**src/rtl/rx_buf_seg_pkg.sv**
```systemverilog
package rx_buf_seg_pkg;

   localparam int WORD_BYTES = 4;
   localparam int RESID_W    = 3;

   typedef enum logic [1:0] {
      ST_FILL = 2'd0,
      ST_STAT = 2'd1,
      ST_REP  = 2'd2
   } seg_state_e;

   function automatic logic [8*WORD_BYTES-1:0] resid_word(input logic [RESID_W-1:0] r);
      return {{(8*WORD_BYTES-RESID_W){1'b0}}, r};
   endfunction

endpackage

```
**src/rtl/rxs_packer.sv**
```systemverilog
module rxs_packer #(
   parameter  int LANES = 4,
   localparam int LW    = (LANES > 1) ? $clog2(LANES) : 1
) (
   input  logic               clk,
   input  logic               rst_n,
   input  logic               take,
   input  logic               flush,
   input  logic [LW-1:0]      lane,
   input  logic [7:0]         din,
   output logic [8*LANES-1:0] word
);

   initial assert (LANES >= 2 && (LANES & (LANES - 1)) == 0)
      else $error("rxs_packer: LANES must be a power of two");

   for (genvar j = 0; j < LANES; j++) begin : g_lane
      if (j < LANES - 1) begin : g_held
         logic [7:0] held;
         always_ff @(posedge clk) begin
            if (!rst_n)                        held <= '0;
            else if (take && flush)            held <= '0;
            else if (take && lane == LW'(j))   held <= din;
         end
         assign word[8*j +: 8] = (lane == LW'(j)) ? din :
                                 (LW'(j) < lane)  ? held : 8'h00;
      end else begin : g_top
         assign word[8*j +: 8] = (lane == LW'(j)) ? din : 8'h00;
      end
   end

endmodule

```
**src/rtl/rxs_ring.sv**
```systemverilog
module rxs_ring #(
   parameter  int              N_SLOTS   = 4,
   parameter  int              ADDR_W    = 16,
   parameter  int              LEN_W     = 8,
   parameter  logic [ADDR_W-1:0] BASE_ADDR = '0,
   localparam int              IDX_W     = (N_SLOTS > 1) ? $clog2(N_SLOTS) : 1,
   localparam int              FREE_W    = $clog2(N_SLOTS + 1)
) (
   input  logic              clk,
   input  logic              rst_n,
   input  logic [LEN_W-1:0]  max_len,
   input  logic              close,
   input  logic              release_one,
   output logic [IDX_W-1:0]  idx,
   output logic              have_free,
   output logic [ADDR_W-1:0] slot_base
);

   initial assert (N_SLOTS >= 1) else $error("rxs_ring: need at least one slot");

   logic [IDX_W-1:0]  idx_nxt;
   logic [FREE_W-1:0] free_cnt;

   if (N_SLOTS > 1 && (N_SLOTS & (N_SLOTS - 1)) == 0) begin : g_pow2
      assign idx_nxt = idx + 1'b1;
   end else begin : g_cmp
      assign idx_nxt = (idx == IDX_W'(N_SLOTS - 1)) ? '0 : idx + 1'b1;
   end

   always_ff @(posedge clk) begin
      if (!rst_n) begin
         idx      <= '0;
         free_cnt <= FREE_W'(N_SLOTS);
      end else begin
         if (close) idx <= idx_nxt;
         free_cnt <= free_cnt + FREE_W'(release_one) - FREE_W'(close);
      end
   end

   assign have_free = (free_cnt != '0);
   assign slot_base = BASE_ADDR + ADDR_W'(idx) * (ADDR_W'(max_len) + ADDR_W'(4));

   // free slots never exceed the ring size, never underflow on close
   a_r8_free_bound: assert property (@(posedge clk) disable iff (!rst_n)
      free_cnt <= FREE_W'(N_SLOTS));
   a_r8_close_needs_slot: assert property (@(posedge clk) disable iff (!rst_n)
      close |-> (free_cnt != '0 || release_one));

endmodule

```
**src/rtl/rx_buf_seg.sv**
```systemverilog
module rx_buf_seg
   import rx_buf_seg_pkg::*;
#(
   parameter  int                ADDR_W    = 16,
   parameter  int                LEN_W     = 8,
   parameter  int                N_SLOTS   = 4,
   parameter  logic [ADDR_W-1:0] BASE_ADDR = 16'h0100,
   localparam int                IDX_W     = (N_SLOTS > 1) ? $clog2(N_SLOTS) : 1,
   localparam int                WORD_W    = 8 * WORD_BYTES
) (
   input  logic              clk,
   input  logic              rst_n,
   input  logic              cfg_hdlc,
   input  logic [LEN_W-1:0]  cfg_max_len,
   input  logic              in_valid,
   output logic              in_ready,
   input  logic [7:0]        in_data,
   input  logic              in_eof,
   input  logic [RESID_W-1:0] in_resid,
   output logic              mem_we,
   output logic [ADDR_W-1:0] mem_addr,
   output logic [WORD_W-1:0] mem_wdata,
   output logic              rep_valid,
   input  logic              rep_ready,
   output logic [IDX_W-1:0]  rep_idx,
   output logic [LEN_W-1:0]  rep_count,
   output logic              rep_eof,
   output logic              rep_nonoct,
   input  logic              buf_release
);

   localparam int LW = $clog2(WORD_BYTES);

   initial assert (ADDR_W >= LEN_W && LEN_W > LW)
      else $error("rx_buf_seg: address must be at least as wide as the length");

   seg_state_e         st;
   logic [LEN_W-1:0]   byte_cnt;
   logic [LEN_W-1:0]   cnt_nxt;
   logic               eof_q, nonoct_q;
   logic [RESID_W-1:0] resid_q;
   logic               accept, full, flush, closing;
   logic [LW-1:0]      lane;
   logic [WORD_W-1:0]  packed_word;
   logic [ADDR_W-1:0]  slot_base, data_off, stat_off;
   logic               have_free;

   assign in_ready = (st == ST_FILL) && have_free;
   assign accept   = in_valid && in_ready;
   assign lane     = byte_cnt[LW-1:0];
   assign cnt_nxt  = byte_cnt + 1'b1;
   assign full     = cfg_hdlc && (cnt_nxt == cfg_max_len);
   assign flush    = accept && ((lane == LW'(WORD_BYTES - 1)) || in_eof || full);
   assign closing  = rep_valid && rep_ready;

   rxs_packer #(.LANES(WORD_BYTES)) u_pack (
      .clk   (clk),
      .rst_n (rst_n),
      .take  (accept),
      .flush (flush),
      .lane  (lane),
      .din   (in_data),
      .word  (packed_word)
   );

   rxs_ring #(
      .N_SLOTS   (N_SLOTS),
      .ADDR_W    (ADDR_W),
      .LEN_W     (LEN_W),
      .BASE_ADDR (BASE_ADDR)
   ) u_ring (
      .clk         (clk),
      .rst_n       (rst_n),
      .max_len     (cfg_max_len),
      .close       (closing),
      .release_one (buf_release),
      .idx         (rep_idx),
      .have_free   (have_free),
      .slot_base   (slot_base)
   );

   assign data_off = ADDR_W'({byte_cnt[LEN_W-1:LW], {LW{1'b0}}});
   assign stat_off = (ADDR_W'(byte_cnt) + ADDR_W'(WORD_BYTES - 1)) & ~ADDR_W'(WORD_BYTES - 1);

   assign mem_we    = flush || (st == ST_STAT);
   assign mem_addr  = slot_base + ((st == ST_STAT) ? stat_off : data_off);
   assign mem_wdata = (st == ST_STAT) ? resid_word(resid_q) : packed_word;

   always_ff @(posedge clk) begin
      if (!rst_n) begin
         st       <= ST_FILL;
         byte_cnt <= '0;
         eof_q    <= 1'b0;
         nonoct_q <= 1'b0;
         resid_q  <= '0;
      end else begin
         unique case (st)
            ST_FILL: if (accept) begin
               byte_cnt <= cnt_nxt;
               if (in_eof || full) begin
                  eof_q    <= in_eof;
                  nonoct_q <= in_eof && (in_resid != '0);
                  resid_q  <= in_resid;
                  st       <= (in_eof && in_resid != '0) ? ST_STAT : ST_REP;
               end
            end
            ST_STAT: st <= ST_REP;
            ST_REP: if (rep_ready) begin
               st       <= ST_FILL;
               byte_cnt <= '0;
               eof_q    <= 1'b0;
               nonoct_q <= 1'b0;
            end
            default: st <= ST_FILL;
         endcase
      end
   end

   assign rep_valid  = (st == ST_REP);
   assign rep_count  = byte_cnt;
   assign rep_eof    = eof_q;
   assign rep_nonoct = nonoct_q;

   // every write is a whole aligned word
   a_r1_word_aligned: assert property (@(posedge clk) disable iff (!rst_n)
      mem_we |-> (mem_addr[LW-1:0] == '0));
   // a segmented buffer never reports more than the limit, nor zero bytes
   a_r2_count_bound: assert property (@(posedge clk) disable iff (!rst_n)
      (rep_valid && cfg_hdlc) |-> (rep_count <= cfg_max_len && rep_count != '0));
   // a status word is always followed by a non-octet report
   a_r5_stat_then_report: assert property (@(posedge clk) disable iff (!rst_n)
      (st == ST_STAT) |=> (rep_valid && rep_nonoct && rep_eof));
   // writes stay inside the slot, the reserved tail word included
   a_r6_slot_room: assert property (@(posedge clk) disable iff (!rst_n)
      (mem_we && cfg_hdlc) |-> ((mem_addr - slot_base) <= ADDR_W'(cfg_max_len)));
   // no octet taken without a free slot
   a_r8_hold_without_slot: assert property (@(posedge clk) disable iff (!rst_n)
      !have_free |-> !in_ready);
   // a pending report holds still and blocks input
   a_r9_report_hold: assert property (@(posedge clk) disable iff (!rst_n)
      (rep_valid && !rep_ready) |=> (rep_valid && !in_ready && $stable(rep_count)
                                     && $stable(rep_idx) && $stable(rep_eof)
                                     && $stable(rep_nonoct)));

endmodule

```
**config.mk**
```make
export PLATFORM = sky130hd
export DESIGN_NAME = rx_buf_seg
export DESIGN_NICKNAME = d
export VERILOG_FILES = /design/src/rtl/rx_buf_seg_pkg.sv /design/src/rtl/rxs_packer.sv /design/src/rtl/rxs_ring.sv /design/src/rtl/rx_buf_seg.sv
export SDC_FILE = /design/constraint.sdc
export NUM_CORES = 1
export LEC_CHECK = 0
export ABC_CLOCK_PERIOD_IN_PS = 4600
export BUFFER_PORTS_ARGS = -buffer_cell sky130_fd_sc_hd__buf_2
export CAP_MARGIN = 20
export CORE_ASPECT_RATIO = 1.4
export CORE_MARGIN = 1.5
export CORE_UTILIZATION = 54
export CTS_CLUSTER_SIZE = 10
export DETAILED_ROUTE_END_ITERATION = 16
export PLACE_DENSITY = 0.81
export SLEW_MARGIN = 10
export SYNTH_ARGS = -nofsm -noshare
export SYNTH_HDL_FRONTEND = slang
export SYNTH_SLANG_ARGS = --single-unit
```
**constraint.sdc**
```tcl
create_clock -name clk -period 4.6 [get_ports clk]
set_input_delay 0.46 -clock clk [delete_from_list [all_inputs] [get_ports clk]]
set_output_delay 0.46 -clock clk [all_outputs]
set_load 0.1 [all_outputs]
```
==> results of run 1 <==
## sequential cells by signal (all words and copies together), names as in the netlist
signal / cells
resid_q: 3
rep_nonoct: 1
u_ring.free_cnt: 3
rep_count: 8
st: 2
rep_eof: 1
u_ring.idx: 2
u_pack.g_lane.g_held.held: 24
## cell type report
type	instances	area, µm²	share of cell area, %
inverter	15	56.3	1.36
sequential	44	890	21.5
timing repair buffer	87	505	12.2
multi-input combinational	339	2510	60.6
tap	72	90.1	2.17
clock buffer	8	90.1	2.17
## power groups by stage
stage | logic, mW | clock network [mW] | registers [mW]
finish | 0.713 | 0.250 | 0.439
global route | 0.749 | 0.268 | 0.444
CTS | 0.710 | 0.254 | 0.439
detailed placement | 0.700 | 0 | 0.453
global placement | 0.693 | 0 | 0.450
floorplan | 0.548 | 0 | 0.488
## metrics by stage
| step | instance area, µm² | setup TNS [ns] | setup WS, ns | std cells |
|---|---|---|---|---|
| after floorplan | 3580 | -0.0581 | -0.0581 | 427 |
| after global placement | 4000 | 0 | 0.235 | 556 |
| after detailed placement | 4000 | 0 | 0.0758 | 556 |
| after CTS | 4110 | 0 | 0.00892 | 565 |
| after global routing | 4150 | 0 | 0.0586 | 565 |
| final | 4150 | 0 | 0.235 | 565 |
## logic make-up (layout without fill, tap and decap cells)
logic type	count (synthesis)	after routing	share of synthesized area [%]
flops	44	44	25.2
fa+ha+maj	34	34	14.1
buf+inv	44	110	6.40
simple gates	176	176	25.1
mux	14	14	4.00
compound gates	81	81	17.7
other cells	1	4	0.107
xor+xnor	30	30	7.51
## routing by layer
| layer | vias up | global-route usage (%) | wire length, µm |
|---|---|---|---|
| li1 | 1588 | - | - |
| met1 | 1486 | 29.4 | 3500 |
| met2 | 118 | 45.9 | 4600 |
| met3 | 19 | 3.51 | 457 |
| met4 | 0 | 8.85 | 193 |
| met5 | - | 0 | 0 |
## worst register-to-register path: cells and delay by family (launching register included)
family | cells | cell delay (ns)
AND/OR/NAND/NOR | 3 | 0.85
adder cells (fa/ha/maj) | 1 | 0.79
AO/OA/AOI/OAI | 3 | 0.57
flip-flops | 1 | 0.35
XOR/XNOR | 1 | 0.22
buffers and inverters | 1 | 0.21
## cell usage in the layout (no fill, tap or decap), types with 3 or more instances in the layout
master	count
a21oi_2	3
a21oi_1	25
o21ai_1	3
nand2_1	58
xnor2_1	13
dfxtp_1	41
o41ai_4	3
nor2_1	52
clkbuf_8	6
nor3_1	3
fa_1	8
conb_1	4
and2_1	10
nand3_2	4
o2bb2ai_1	24
inv_1	14
nand3_1	9
buf_2	79
buf_4	4
mux2i_1	14
or3_1	3
ha_1	24
xnor2_2	4
xor2_1	10
nor2b_1	7
o21ai_0	7
and3_1	11
buf_12	4
## worst min-delay path by stage
stage,end,start,cells past startpoint,slack (ns)
5_1_grt,resid_q[0]$_SDFFE_PN0P_,in_resid[0],3,0.43
3_5_place_dp,u_pack.g_lane[1].g_held.held[4]$_SDFFE_PP0P_,u_pack.g_lane[1].g_held.held[4]$_SDFFE_PP0P_,1,0.45
4_1_cts,resid_q[0]$_SDFFE_PN0P_,in_resid[0],3,0.42
6_report,resid_q[0]$_SDFFE_PN0P_,in_resid[0],3,0.42
2_1_floorplan,u_pack.g_lane[0].g_held.held[0]$_SDFFE_PP0P_,u_pack.g_lane[0].g_held.held[0]$_SDFFE_PP0P_,1,0.43
3_3_place_gp,resid_q[2]$_SDFFE_PN0P_,resid_q[2]$_SDFFE_PN0P_,2,0.44
## timing repair
item                       in CTS  in global routing
hold buffers                    0                  0
cloned                          0                  0
buffers inserted                1                  0
setup endpoints to repair       3                  3
gates resized for setup         4                  6
pin swaps                       0                  1
==> flow_summary.ini, run 1 <==
[synth]
synth_common_cells = nand2_1 (58), nor2_1 (53), dfxtp_1 (44)
yosys_warnings = 0
synth.most_common_cell = nand2_1
synth_seq_cells = 44
synthTopCellsByArea = dfxtp_1 (25%), ha_1 (8.9%), nand2_1 (6.2%)
synth_seq_area_share_pct = 25.2
synth_ff_type = dfxtp_1
ys_types = 54
async_reset_ff_share_pct = 0
syn_avg_cell_area_um2 = 8.25
syn_area_um2 = 3500
synth_cells = 424
yosysTopAreaCell = dfxtp_1
synth-edff-count = 0
synth_top_cell_area_share_pct = 25.2

[clocking]
root_buffer = clkbuf_8
clk_pin_slew_worst_paths_ns = 0.08
htreeDepth = 2
insertion_delay_ns = 0.29
clockBufferDepth = 2
cts_tree = yes
numCtsBuffers = 5
cts.sink_count = 44

[global_route]
track_usage_pct = 25.1
grt_pass1_vias = 3054
grt_max_degree = 28
antenna_found_initial = 0
overflow = 0
grt_pass1_wl_um = 14200

[power_and_ir_drop]
ir_worst_vdd_mv = 0.273
power_mw = 1.40
pwr-share-comb_pct = 50.8
internal_power_mw = 0.682
power.density_nw_per_um2 = 338
p_leak_nw = 2.04
clkPwrFrac_pct = 17.8
switching_share_pct = 51.4
seq_power_share_pct = 31.3
switchingPower_mw = 0.721

[timing]
report.final.slew_viol_count = 0
min_period_ns = 4.36
fin_skew_ns = 0.00280
rsz0062_at_grt = false
fin_crit_sh_pct = 94.9
fmax_ghz = 0.229
setup_viol = 0
hold_slack_ns = 0.419
worst_pin_slew_ns = 0.909
slew_headroom_pct = 39.4
timing.final.hold_violations = 0

[worst_setup_path]
max_stage_delay_ns = 0.48
worstPathRequired_ns = 4.14
cp.arrival_ns = 3.90
reg2regPathDepth = 9
cp_slowest_cell = fa_1
rr_startpoint = rep_count[1]$_SDFFE_PN0P_
endpoint_kind = output pin
cp_top_family = adder cells
path_cells = inv_1, ha_1, nor2_2, and3_1, xor2_2, fa_1, ha_4, ha_1, a21o_1, a21oi_2, o21bai_1, a21oi_2, o21ai_1, xor2_4, buf_12
cp_num_cells = 15
path_class = reg -> out
r2r_end = u_pack.g_lane[0].g_held.held[3]$_SDFFE_PP0P_
start_kind = flip-flop
critPathBufInv = 2
crit_start = rep_count[0]$_SDFFE_PN0P_
crit_fanout = 10
reg2reg_slack_ns = 1.51
crit_end = mem_addr[10]

[floorplanning]
start_util_pct = 56.0
coreArea_um2 = 6250
die_w_um = 71.0
io-pin-count = 89
die-area_um2 = 6980
num_rows = 34
fp.dieH_um = 98.3

[placed_design]
dpl.hpwl_um = 6630
place_congestion = 0.863
io_buffers = 84

[detailed_routing]
dr_total_vias = 3211
dr.pass1.iters = 5
drt.antenna.violating_nets = 0
routed_wl_um = 8750
drt_drc_violations_left = 0
drtIter0Drc = 133
avgViaCountPerCell = 5.68
wl_per_cell_um = 15.5

[min_path]
min-delay-path-class = in -> reg

[layout]
nNetsFinal = 552
area_delta_synth_final_pct = 18.4
fillers = 513
drive_above_1_share_pct = 26.2
n_antenna_cell = 0
fin_util_pct = 66.3

[flow_run]
cap_violations = 0

[run_status]
status = completed
(Power assumes the default switching activity.)
==> run 2, diff against run 1 <==
--- a/config.mk
+++ b/config.mk
@@ -10,11 +10,13 @@
 export CAP_MARGIN = 20
 export CORE_ASPECT_RATIO = 1.4
 export CORE_MARGIN = 1.5
-export CORE_UTILIZATION = 54
+export CORE_UTILIZATION = 55
 export CTS_CLUSTER_SIZE = 10
 export DETAILED_ROUTE_END_ITERATION = 16
+export GPL_TIMING_DRIVEN = 0
 export PLACE_DENSITY = 0.81
 export SLEW_MARGIN = 10
 export SYNTH_ARGS = -nofsm -noshare
 export SYNTH_HDL_FRONTEND = slang
+export SYNTH_HIERARCHICAL = 1
 export SYNTH_SLANG_ARGS = --single-unit
==> flow_summary.ini, run 2 <==
[worst_setup_path]
reg2reg_slack_ns = 1.79
crit_top_cell = ha_2
path_class = in -> out
path_cells = buf_2, ha_2, nand3_1, xor2_1, nor2b_1, ha_1, ha_2, nor3b_1, a31oi_1, o21ai_0, a311o_1, ha_2, nand2_1, o21ai_2, nand4b_1, xnor2_2, buf_6
start_kind = primary input
cp.arrival_ns = 3.94
cp_slowest_cell = ha_2
critPathBufInv = 2
worstPathRequired_ns = 4.14
endpoint_kind = output pin
cp_top_family = adder cells
max_stage_delay_ns = 0.42
crit_fanout = 9

[layout]
largest_reg_flops = 24
area_delta_synth_final_pct = 18.6
n_antenna_cell = 0
nNetsFinal = 659
final_cell_mix = nand2_1 (98), buf_2 (87), and2_1 (44), dfxtp_1 (42), a21oi_1 (39)
fin_util_pct = 66.7
final_common_cell = nand2_1
drive_above_1_share_pct = 24.1
top_register = u_pack/g_lane.g_held.held
top_regs = u_pack/g_lane.g_held.held: 24 flops, rep_count: 8 flops
design_area_um2 = 4630

[clocking]
numCtsBuffers = 5
cts.sink_count = 44
clockBufferDepth = 2
clk_pin_slew_worst_paths_ns = 0.08
cts_tree = yes
ctsHoldBuffers = 0
insertion_delay_ns = 0.30
htreeDepth = 2
root_buffer = clkbuf_8

[timing]
report.final.slew_viol_count = 0
min_period_ns = 4.40
fin_skew_ns = 0.0106
fin_crit_sh_pct = 95.7
fmax_ghz = 0.227
rsz0062_at_grt = true
timing.final.hold_violations = 0
setup_viol = 0

[global_route]
grt_max_degree = 17
track_usage_pct = 26.6
grt_pass1_vias = 3597
grt_pass1_wl_um = 15800
antenna_found_initial = 0
overflow = 0

[synth]
syn_avg_cell_area_um2 = 7.66
synth_cells = 509
synth_ff_type = dfxtp_1
synth_top_cell_area_share_pct = 22.6
synth_seq_cells = 44
yosysTopAreaCell = dfxtp_1
synth-edff-count = 0
synthTopCellsByArea = dfxtp_1 (23%), nand2_1 (9.4%), ha_1 (9.0%)
ys_types = 55
synth.most_common_cell = nand2_1
yosys_warnings = 6
async_reset_ff_share_pct = 0
syn_area_um2 = 3900
synth_seq_area_share_pct = 22.6
synth_common_cells = nand2_1 (98), and2_1 (44), dfxtp_1 (44)

[floorplanning]
fp.dieH_um = 103
die-area_um2 = 7610
start_util_pct = 56.2
coreArea_um2 = 6940
die_w_um = 74.2
io-pin-count = 89
num_rows = 36

[detailed_routing]
drt.antenna.violating_nets = 0
wl_per_cell_um = 14.2
wl_met3_um = 417
dr.max_layer_used = met4
avgViaCountPerCell = 5.45
drt_drc_violations_left = 0
dr_total_vias = 3801
drt-met1-wl_um = 3870
wl_met2_um = 5240
dr.pass1.iters = 4
routed_wl_um = 9880
drtIter0Drc = 113

[placed_design]
place_congestion = 0.933
io_buffers = 84
placed_area_um2 = 4510
dpl.hpwl_um = 7730

[run_status]
status = completed

[min_path]
min-delay-path-class = in -> reg

[power_and_ir_drop]
p_leak_nw = 2.29
power.density_nw_per_um2 = 333
ir_worst_vdd_mv = 0.336

[flow_run]
cap_violations = 0
==> run 2: cell types whose count changed in the layout (fill, tap and decap cells not counted), moves of 11 or more <==
| cell | change |
|---|---|
| mux2_2 | +11 |
| o21ai_0 | +12 |
| o2bb2ai_1 | -24 |
| nor2b_1 | +16 |
| a21oi_1 | +14 |
| nor2_1 | -36 |
| and2_1 | +34 |
| nand2_1 | +40 |
==> run 2: layout make-up <==
| class | instances | area, µm² |
|---|---|---|
| multi-input cells | 421 | 2870 |
| fillers | 614 | 2310 |
| flip-flops and latches | 44 | 883 |
| repair buffers | 84 | 439 |
| plain buffers | 29 | 169 |
| well taps | 95 | 119 |
| clock buffers | 6 | 72.6 |
| inverters | 17 | 63.8 |
| clock inverters | 1 | 5.00 |
==> run 2: stage by stage <==
| stage | TNS, ns | hold slack (ns) | instances | setup slack [ns] | power (mW) |
|---|---|---|---|---|---|
| floorplan | -0.290 | 0.434 | 513 | -0.166 | 1.17 |
| global placement | -0.401 | 0.439 | 692 | -0.282 | 1.30 |
| detailed placement | -0.753 | 0.449 | 692 | -0.405 | 1.31 |
| CTS | -0.0138 | 0.394 | 697 | -0.0138 | 1.54 |
| global route | -0.0218 | 0.399 | 697 | -0.0218 | 1.61 |
| finish | 0 | 0.405 | 697 | 0.200 | 1.54 |
==> run 2: worst paths after layout <==
kind | endpoint | depth (start not counted) | start
worst max-delay path | mem_addr[11] | 17 | cfg_max_len[2]
worst max register to register | u_pack/g_lane[0].g_held.held[0]$_SDFFE_PP0P_ | 10 | rep_count[0]$_SDFFE_PN0P_
worst min register to register | u_pack/g_lane[2].g_held.held[6]$_SDFFE_PP0P_ | 2 | u_pack/g_lane[2].g_held.held[6]$_SDFFE_PP0P_
worst min-delay path | resid_q[1]$_SDFFE_PN0P_ | 3 | in_resid[1]
==> run 2: logic make-up (layout without fill, tap and decap cells) <==
group | count (synthesis) | after routing | share of synthesized area, %
XOR/XNOR | 39 | 39 | 8.76
AO/OA/AOI/OAI | 87 | 87 | 14.2
multiplexers | 23 | 23 | 6.25
flip-flops | 44 | 44 | 22.6
adder cells (fa/ha/maj) | 31 | 31 | 10.5
other | 1 | 5 | 0.0961
AND/OR/NAND/NOR | 236 | 236 | 31.4
buffers and inverters | 48 | 137 | 6.16
==> run 2: where the power goes <==
part           switching [mW]  leakage (nW)  internal (mW)
combinational           0.647          1.89          0.211
clock                   0.126        0.0410          0.103
sequential             0.0356         0.359          0.419
total                   0.809          2.29          0.733
==> run 2: worst reg2reg max path: stages (launching register included) <==
cell and delay (ns):
dfxtp_1 0.61, nand3_4 0.18, or3_4 0.37, o21a_1 0.21, o311ai_4 0.33, a41oi_4 0.25, nand2_1 0.12, nand2_1 0.05
nand2_1 0.21, buf_2 0.30, a21oi_1 0.08
==> run 2: routing by layer <==
layer / vias to the layer above / track usage, %
li1: 1883 / -
met1: 1773 / 26.7
met2: 123 / 51.8
met3: 22 / 3.52
met4: 0 / 13.2
met5: - / 0
==> run 2: repair_timing <==
action                                  4_1_cts  5_1_grt
pin swaps                                     0        0
setup buffers                                 0        0
resized for setup                             9        7
endpoints found under the setup margin        3        4
==> run 3, diff against run 2 <==
--- a/config.mk
+++ b/config.mk
@@ -5,9 +5,9 @@
 export SDC_FILE = /design/constraint.sdc
 export NUM_CORES = 1
 export LEC_CHECK = 0
-export ABC_CLOCK_PERIOD_IN_PS = 4600
+export ABC_CLOCK_PERIOD_IN_PS = 5600
 export BUFFER_PORTS_ARGS = -buffer_cell sky130_fd_sc_hd__buf_2
-export CAP_MARGIN = 20
+export CAP_MARGIN = 25
 export CORE_ASPECT_RATIO = 1.4
 export CORE_MARGIN = 1.5
 export CORE_UTILIZATION = 55
==> constraint.sdc (replaced) <==
create_clock -name clk -period 5.6 [get_ports clk]
set_input_delay 0.56 -clock clk [delete_from_list [all_inputs] [get_ports clk]]
set_output_delay 0.56 -clock clk [all_outputs]
set_load 0.1 [all_outputs]
==> flow_summary.ini, run 3 (synthesis results as in run 2) <==
[power_and_ir_drop]
power.density_nw_per_um2 = 283
p_leak_nw = 2.29
ir_worst_vdd_mv = 0.282

[clocking]
cts_tree = yes
htreeDepth = 2
clk_pin_slew_worst_paths_ns = 0.08
ctsHoldBuffers = 0
numCtsBuffers = 5
root_buffer = clkbuf_8
clockBufferDepth = 2
post_cts_buffers = 0
insertion_delay_ns = 0.31
cts_resized = 0
cts.sink_count = 44

[layout]
drive_above_1_share_pct = 22.0
largest_reg_flops = 24
top_register = u_pack/g_lane.g_held.held
fin_cells = 699
area_delta_synth_final_pct = 17.1
final_cell_mix = nand2_1 (98), buf_2 (90), and2_1 (44), dfxtp_1 (44), a21oi_1 (39)
final_common_cell = nand2_1
fin_util_pct = 65.8
n_antenna_cell = 0
nNetsFinal = 661
top_regs = u_pack/g_lane.g_held.held: 24 flops, rep_count: 8 flops

[worst_setup_path]
path_class = in -> out
endpoint_kind = output pin
crit_end = mem_addr[9]
r2r_end = u_pack/g_lane[1].g_held.held[5]$_SDFFE_PP0P_
reg2reg_slack_ns = 2.76
rr_startpoint = rep_count[0]$_SDFFE_PN0P_
worstPathRequired_ns = 5.04
crit_fanout = 9
start_kind = primary input
crit_start = cfg_max_len[2]
reg2regPathDepth = 10
cp.arrival_ns = 4.49

[detailed_routing]
dr.pass1.iters = 4
avgViaCountPerCell = 5.50
drt_drc_violations_left = 0
drtIter0Drc = 149
routed_wl_um = 9890
wl_per_cell_um = 14.2
drt.antenna.violating_nets = 0
dr_total_vias = 3843

[global_route]
track_usage_pct = 26.8
grt_pass1_wl_um = 16100
grt_pass1_vias = 3670
grt_max_degree = 17
overflow = 0
antenna_found_initial = 0

[timing]
rsz0062_at_grt = false
min_period_ns = 5.05
setup_viol = 0
fin_skew_ns = 0.00783
fin_crit_sh_pct = 90.2
report.final.slew_viol_count = 0
fmax_ghz = 0.198
finalSetupTns_ns = 0
timing.final.hold_violations = 0

[placed_design]
dpl.hpwl_um = 7720
dp_cells = 692
io_buffers = 84
place_congestion = 0.916

[flow_run]
cap_violations = 0

[floorplanning]
fp.dieH_um = 103
die_w_um = 74.2
io-pin-count = 89
coreArea_um2 = 6940
num_rows = 36
start_util_pct = 56.2
die-area_um2 = 7610

[min_path]
min-delay-path-class = reg -> reg
min_from = u_pack/g_lane[0].g_held.held[0]$_SDFFE_PP0P_

[run_status]
status = completed
## run 3: area by class of cell
type / count / area (µm²)
clock buffer: 7 / 96.3
sequential: 44 / 881
tap: 95 / 119
multi-input combinational: 421 / 2810
timing repair buffer: 84 / 420
inverter: 17 / 63.8
fill: 663 / 2370
buffer: 31 / 176
## run 3: power by group
group	leakage, nW	internal [mW]	switching, mW
sequential	0.358	0.344	0.0253
clock	0.0503	0.110	0.110
combinational	1.88	0.171	0.533
total	2.29	0.625	0.668
## run 3: layer usage
metal	vias up	wire length, µm	GRT usage (%)
met3	24	577	4.20
met2	140	5210	50.8
met1	1789	3790	27.8
met5	-	0	0
met4	0	320	12.8
li1	1890	-	-
## run 3: worst min-delay path by stage
| stage | to | slack, ns | cells after the start |
|---|---|---|---|
| after floorplan | u_pack/g_lane[0].g_held.held[0]$_SDFFE_PP0P_ | 0.43 | 2 |
| after global routing | u_pack/g_lane[2].g_held.held[3]$_SDFFE_PP0P_ | 0.48 | 2 |
| after CTS | u_pack/g_lane[0].g_held.held[4]$_SDFFE_PP0P_ | 0.46 | 2 |
| after detailed placement | u_pack/g_lane[0].g_held.held[4]$_SDFFE_PP0P_ | 0.45 | 2 |
| after global placement | u_pack/g_lane[0].g_held.held[2]$_SDFFE_PP0P_ | 0.44 | 2 |
| final | u_pack/g_lane[0].g_held.held[0]$_SDFFE_PP0P_ | 0.46 | 2 |
## run 3: critical path: stages
cell and delay [ns]:
buf_2 0.19, ha_1 0.25, nand3_1 0.12, xor2_1 0.20, nor2b_1 0.08, ha_1 0.29
ha_1 0.38, nor3b_1 0.18, a31oi_1 0.13, o21ai_0 0.10, a311o_1 0.32, ha_1 0.38
nand2_1 0.07, o21ai_0 0.36, o21ai_0 0.25, xnor2_2 0.17, buf_2 0.44
## run 3: metrics by stage
step / power [mW] / hold WS (ns) / worst slack [ns] / cell area, µm²
after global placement: 1.07 / 0.440 / 0.729 / 4470
after floorplan: 0.956 / 0.434 / 0.0162 / 3930
after CTS: 1.30 / 0.459 / 0.565 / 4570
after detailed placement: 1.08 / 0.448 / 0.580 / 4470
final: 1.29 / 0.458 / 0.549 / 4570
after global routing: 1.36 / 0.479 / 0.341 / 4570
